File: src/rtl/bw_pkg.sv
package bw_pkg;

  localparam int unsigned LEN_W = 3;

  // Effective exponent: raw request limited to the supported maximum
  function automatic logic [LEN_W-1:0] clamp_exp(input logic [LEN_W-1:0] raw,
                                                 input logic [LEN_W-1:0] lim);
    return (raw > lim) ? lim : raw;
  endfunction

endpackage

File: src/rtl/bw_len_ctrl.sv
module bw_len_ctrl
  import bw_pkg::*;
#(
  parameter int unsigned MAX_EXP = 6
) (
  input  logic             clk,
  input  logic             rst_n,
  input  logic [LEN_W-1:0] len_raw,
  output logic [LEN_W-1:0] eff_exp,
  output logic             flush
);

  logic [LEN_W-1:0] exp_nxt;

  always_comb begin
    exp_nxt = clamp_exp(len_raw, LEN_W'(MAX_EXP));
    flush   = (exp_nxt != eff_exp);
  end

  always_ff @(posedge clk or negedge rst_n) begin
    if (!rst_n) eff_exp <= '0;
    else        eff_exp <= exp_nxt;
  end

endmodule

File: src/rtl/bw_boxcar_stage.sv
module bw_boxcar_stage
  import bw_pkg::*;
#(
  parameter int unsigned DATA_W  = 16,
  parameter int unsigned MAX_EXP = 6
) (
  input  logic                     clk,
  input  logic                     rst_n,
  input  logic                     flush,
  input  logic [LEN_W-1:0]         exp_sel,
  input  logic                     in_vld,
  input  logic signed [DATA_W-1:0] in_data,
  output logic                     out_vld,
  output logic signed [DATA_W-1:0] out_data
);

  localparam int unsigned DEPTH = 1 << MAX_EXP;
  localparam int unsigned PTR_W = MAX_EXP;
  localparam int unsigned CNT_W = MAX_EXP + 1;
  localparam int unsigned ACC_W = DATA_W + MAX_EXP;

  logic signed [DATA_W-1:0] hist_q [DEPTH];
  logic [PTR_W-1:0]         wr_ptr_q, wr_ptr_nxt, rd_ptr;
  logic [CNT_W-1:0]         taps;
  logic signed [ACC_W-1:0]  acc_q, acc_nxt, acc_sum;
  logic signed [ACC_W-1:0]  mean;
  logic signed [DATA_W-1:0] oldest, dat_nxt;
  logic                     vld_nxt;

  // Next-state: running sum gains the new sample and loses the one N back
  always_comb begin
    taps       = CNT_W'(1) << exp_sel;
    rd_ptr     = wr_ptr_q - taps[PTR_W-1:0];
    oldest     = hist_q[rd_ptr];
    acc_sum    = acc_q + ACC_W'(in_data) - ACC_W'(oldest);
    mean       = acc_sum >>> exp_sel;
    acc_nxt    = acc_q;
    wr_ptr_nxt = wr_ptr_q;
    dat_nxt    = out_data;
    vld_nxt    = 1'b0;
    if (flush) begin
      acc_nxt    = '0;
      wr_ptr_nxt = '0;
      dat_nxt    = '0;
    end else if (in_vld) begin
      acc_nxt    = acc_sum;
      wr_ptr_nxt = wr_ptr_q + 1'b1;
      dat_nxt    = mean[DATA_W-1:0];
      vld_nxt    = 1'b1;
    end
  end

  always_ff @(posedge clk or negedge rst_n) begin
    if (!rst_n) begin
      acc_q    <= '0;
      wr_ptr_q <= '0;
      out_data <= '0;
      out_vld  <= 1'b0;
    end else begin
      acc_q    <= acc_nxt;
      wr_ptr_q <= wr_ptr_nxt;
      out_data <= dat_nxt;
      out_vld  <= vld_nxt;
    end
  end

  // Delay line: cleared on flush, written with clock enable on each sample
  always_ff @(posedge clk or negedge rst_n) begin
    if (!rst_n) begin
      for (int i = 0; i < DEPTH; i++) hist_q[i] <= '0;
    end else if (flush) begin
      for (int i = 0; i < DEPTH; i++) hist_q[i] <= '0;
    end else if (in_vld) begin
      hist_q[wr_ptr_q] <= in_data;
    end
  end

endmodule

File: src/rtl/bartlett_smoother.sv
module bartlett_smoother
  import bw_pkg::*;
#(
  parameter int unsigned DATA_W  = 16,
  parameter int unsigned MAX_EXP = 6,
  parameter int unsigned STAGES  = 2
) (
  input  logic                     clk,
  input  logic                     rst_n,
  input  logic [2:0]               len_exp,
  input  logic                     smp_vld,
  input  logic signed [DATA_W-1:0] smp_data,
  output logic                     flt_vld,
  output logic signed [DATA_W-1:0] flt_data
);

  logic             rst_meta_n, rst_sync_n;
  logic [LEN_W-1:0] eff_exp;
  logic             flush;

  logic                     chain_vld [STAGES+1];
  logic signed [DATA_W-1:0] chain_dat [STAGES+1];

  // Reset asserts at once, releases on the clock
  always_ff @(posedge clk or negedge rst_n) begin
    if (!rst_n) begin
      rst_meta_n <= 1'b0;
      rst_sync_n <= 1'b0;
    end else begin
      rst_meta_n <= 1'b1;
      rst_sync_n <= rst_meta_n;
    end
  end

  bw_len_ctrl #(.MAX_EXP(MAX_EXP)) u_len (
    .clk     (clk),
    .rst_n   (rst_sync_n),
    .len_raw (len_exp),
    .eff_exp (eff_exp),
    .flush   (flush)
  );

  assign chain_vld[0] = smp_vld;
  assign chain_dat[0] = smp_data;

  for (genvar s = 0; s < STAGES; s++) begin : g_stage
    bw_boxcar_stage #(.DATA_W(DATA_W), .MAX_EXP(MAX_EXP)) u_box (
      .clk      (clk),
      .rst_n    (rst_sync_n),
      .flush    (flush),
      .exp_sel  (eff_exp),
      .in_vld   (chain_vld[s]),
      .in_data  (chain_dat[s]),
      .out_vld  (chain_vld[s+1]),
      .out_data (chain_dat[s+1])
    );
  end

  assign flt_vld  = chain_vld[STAGES];
  assign flt_data = chain_dat[STAGES];

endmodule

File: config.mk
export PLATFORM = sky130hd
export DESIGN_NAME = bartlett_smoother
export DESIGN_NICKNAME = d
export VERILOG_FILES = /design/src/rtl/bw_pkg.sv /design/src/rtl/bw_len_ctrl.sv /design/src/rtl/bw_boxcar_stage.sv /design/src/rtl/bartlett_smoother.sv
export SDC_FILE = /design/constraint.sdc
export NUM_CORES = 2
export LEC_CHECK = 0
export BUFFER_PORTS_ARGS = -buffer_cell sky130_fd_sc_hd__buf_4
export CELL_PAD_IN_SITES_DETAIL_PLACEMENT = 0
export CELL_PAD_IN_SITES_GLOBAL_PLACEMENT = 2
export CORE_MARGIN = 2
export CORE_UTILIZATION = 45
export CTS_BUF_LIST = sky130_fd_sc_hd__clkbuf_4 sky130_fd_sc_hd__clkbuf_8
export DETAILED_ROUTE_END_ITERATION = 10
export GPL_TIMING_DRIVEN = 0
export MAX_ROUTING_LAYER = met4
export PLACE_DENSITY_LB_ADDON = 0.3
export SETUP_SLACK_MARGIN = 0.2
export SKIP_CTS_REPAIR_TIMING = 1
export SYNTH_ARGS = -nofsm -noshare
export SYNTH_HDL_FRONTEND = slang
export SYNTH_SLANG_ARGS = --single-unit
File: constraint.sdc
create_clock -name clk -period 125.7 [get_ports clk]
set_input_delay 6.285 -clock clk [delete_from_list [all_inputs] [get_ports clk]]
set_output_delay 6.285 -clock clk [all_outputs]
set_load 0.1 [all_outputs]
==> results.toml <==
[outcome]
status = "complete, but fails checks"
failed_checks = "capacitance limit, slew limit"

[critical_path]
worstSetupEndpointType = "flip-flop"
reg2regPathDepth = 25
crit_type = "reg -> reg"
worst_setup_path_start_kind = "flip-flop"
arrival_ns = 11.80
r2r-start = "u_len.eff_exp[0]$_DFF_PN0_"
regToRegSetupSlack_ns = 114.77
cp_slowest_stage_delay_ns = 1.03
r2r-end = "g_stage[0].u_box.out_data[14]$_DFFE_PN0P_"
crit_buf_inv = 7
critPathMaxFanout = 10
cp_slowest_cell = "clkbuf_1"
worst_path_dominant_cell_family = "buffers and inverters"
cp.required_ns = 126.57
crit_path_frequent_cell = "clkbuf_1"

[final_layout]
final_cells = 15054
num-nets-final = 11720
final_common_cell = "nand2_1"
fill_cells = 21817
mostFrequentLayoutCells = "4,242 x nand2_1, 2,142 x dfrtp_1, 2,114 x a21oi_1"
drive_gt1_share_pct = 13.25
area_growth_pct = 13.24
postLayoutCoreUtil_pct = 51.14

[routing]
first_pass_iters = 7
antenna_left = 0
routed_wl_um = 440700
routedWlPerCell_um = 29.27
drc_errors = 0
vias = 89232
first_iter_violations = 9477
viasPerCell = 5.927

[logic_synthesis]
synth.avg_cell_area_um2 = 9.541
yosys.area_share.adder_pct = 1.492
yosys.area_share.xor_xnor_pct = 0.4591
synth_compound_area_share_pct = 11.49
synth_top_area_cell = "dfrtp_1"
synth_top_family_by_area = "simple AND/OR/NAND/NOR gates"
ys_ff_latch = 2143
netlist_area_mm2 = 0.1060
yosys.area_share.simple_pct = 16.85
synth_mux_area_share_pct = 15.38
synth_warnings = 0
synth_seq_area_share_pct = 50.58
synth_cell_types = 74
synth_top_area_share_pct = 50.58
synth-main-ff-cell = "dfrtp_1"
synth-edff-count = 0
synthesis.nets = 11234
syn_inst = 11112
async_reset_ff_share_pct = 100.0
synthTopCellsByArea = "dfrtp_1 51%, nand2_1 15%, mux4_2 14%"

[sta]
worstMarginPinSlew_ns = 1.678
hold_violations = 0
setup_tns_ns = 0
post-route-period-util_pct = 8.694
slew_headroom_pct = -12.28
final.setup_skew_ns = 0.08005
slew_violations = 69
setup_viol = 0
rsz0062_at_grt = "false"
max_freq_mhz = 91.51
hold_slack_ns = 0.2941
fin_crit_ns = 10.93

[flow_run]
cap_viol_max_count = 7

[die]
core_area_mm2 = 0.2347
die-area_mm2 = 0.2395
die_h_um = 489.4
fp-row-count = 178
initial_core_util_pct = 45.16
pin_count = 39
die_w_um = 489.4

[grt]
grt_max_degree = 72
grt.total_usage_pct = 37.90
grt_pass1_vias = 88763
grt_first_pass_wirelength_um = 633400
grt_antenna_before_repair = 49
grt_overflow = 0

[place]
dp_cells = 14347
hpwl_um = 333500
numPortBuffers = 38
place_congestion = 1.062

[clocking]
cts_tree = "yes"
numCtsBuffers = 398
cts.clk_slew.worst_paths_ns = 0.07
clk_latency_ns = 1.11
cts_root_buffer = "clkbuf_8"
clock_path_buffers = 4
cts_num_sinks = 2143
htree_levels = 5

[power_and_ir_drop]
power_leakage_nw = 46.16
p_per_area_mw_per_mm2 = 13.48
ir_drop_v = 0.000008112

[hold_path]
holdCritPathClass = "reg -> async"
[how the worst max path moves through the flow]
stage | from | to | cells past startpoint
after CTS | u_len.eff_exp[0]$_DFF_PN0_ | g_stage[0].u_box.out_data[13]$_DFFE_PN0P_ | 25
after detailed placement | smp_data[15] | g_stage[0].u_box.out_data[12]$_DFFE_PN0P_ | 15
final | u_len.eff_exp[0]$_DFF_PN0_ | g_stage[0].u_box.out_data[14]$_DFFE_PN0P_ | 25
after floorplan | rst_sync_n$_DFF_PN0_ | g_stage[0].u_box.acc_q[0]$_DFFE_PN0P_ | 0
after global routing | u_len.eff_exp[0]$_DFF_PN0_ | g_stage[1].u_box.out_data[14]$_DFFE_PN0P_ | 28
after global placement | rst_sync_n$_DFF_PN0_ | g_stage[1].u_box.hist_q[938]$_DFFE_PN0P_ | 0
[Yosys cell counts (8+ instances only)]
| cell type | instances |
|---|---|
| nand2b_1 | 10 |
| buf_4 | 17 |
| a21o_1 | 23 |
| mux4_2 | 653 |
| a211oi_1 | 20 |
| nor2b_1 | 15 |
| xor2_1 | 24 |
| nor3_1 | 42 |
| nand2_1 | 4242 |
| ha_1 | 56 |
| or3_1 | 10 |
| xnor2_1 | 29 |
| nor2_1 | 245 |
| a31oi_1 | 8 |
| nand3_1 | 27 |
| mux2i_1 | 123 |
| a21oi_1 | 2114 |
| a22o_1 | 37 |
| buf_2 | 53 |
| fa_1 | 44 |
| inv_1 | 68 |
| and2_1 | 15 |
| o211ai_1 | 11 |
| clkbuf_1 | 812 |
| mux2_2 | 33 |
| o21ai_0 | 41 |
| dfrtp_1 | 2143 |
| buf_1 | 68 |
[power breakdown]
group          internal [mW]  total, mW  leakage (nW)  switching, mW
Sequential             0.691      0.692          29.9        0.00127
Clock                  0.415      0.730          4.52          0.315
Combinational         0.0548      0.196          11.7          0.141
Total                   1.16       1.62          46.2          0.457
[flip-flops by register name, indices dropped and copies added, names as in the netlist]
signal	flops
g_stage.u_box.wr_ptr_q	12
g_stage.u_box.acc_q	44
u_len.eff_exp	3
rst_sync_n	1
g_stage.u_box.out_data	32
g_stage.u_box.out_vld	2
g_stage.u_box.hist_q	2048
rst_meta_n	1
[routing by layer]
layer  wire length [um]  vias to the layer above  track usage [%]  part of all wire, %
met5                  0                        -                -                    0
met4              34580                        0            24.44                  7.8
met3              32770                     1134            6.979                  7.4
met2             204600                     4038            58.32                   46
met1             168800                    45368            46.06                   38
li1                   -                    38692                -                    -
[metrics by stage]
step | setup WS (ns) | cell area [um^2] | total power [mW]
final | 114.77 | 120100 | 1.619
after global routing | 114.52 | 120000 | 1.666
after CTS | 114.97 | 120000 | 1.624
after detailed placement | 114.03 | 111500 | 0.8985
after global placement | 35.30 | 110200 | 0.8969
after floorplan | 61.54 | 106000 | 0.8241
[cells by family (layout without fill, tap and decap cells)]
family,after synthesis,after routing
and+or+nand+nor,4656,4656
AOI/OAI and AO/OA,2326,2326
DFF,2143,2143
buffers and inverters,1023,1791
muxes,809,809
adders and majority gates,100,100
xor gates and xnor gates,54,54
other,1,25
[layout make-up]
cell class | count | area (um^2) | area share (%)
clock inverter | 60 | 584.3 | 0.4867
sequential | 2143 | 53630 | 44.67
timing repair buffer | 86 | 1469 | 1.224
buffer | 950 | 3729 | 3.106
inverter | 73 | 274.0 | 0.2282
tap | 3150 | 3941 | 3.283
clock buffer | 622 | 7898 | 6.579
antenna | 24 | 60.06 | 0.05003
multi-input combinational | 7946 | 48470 | 40.37
Note: power is estimated with default switching activity, not from simulation.
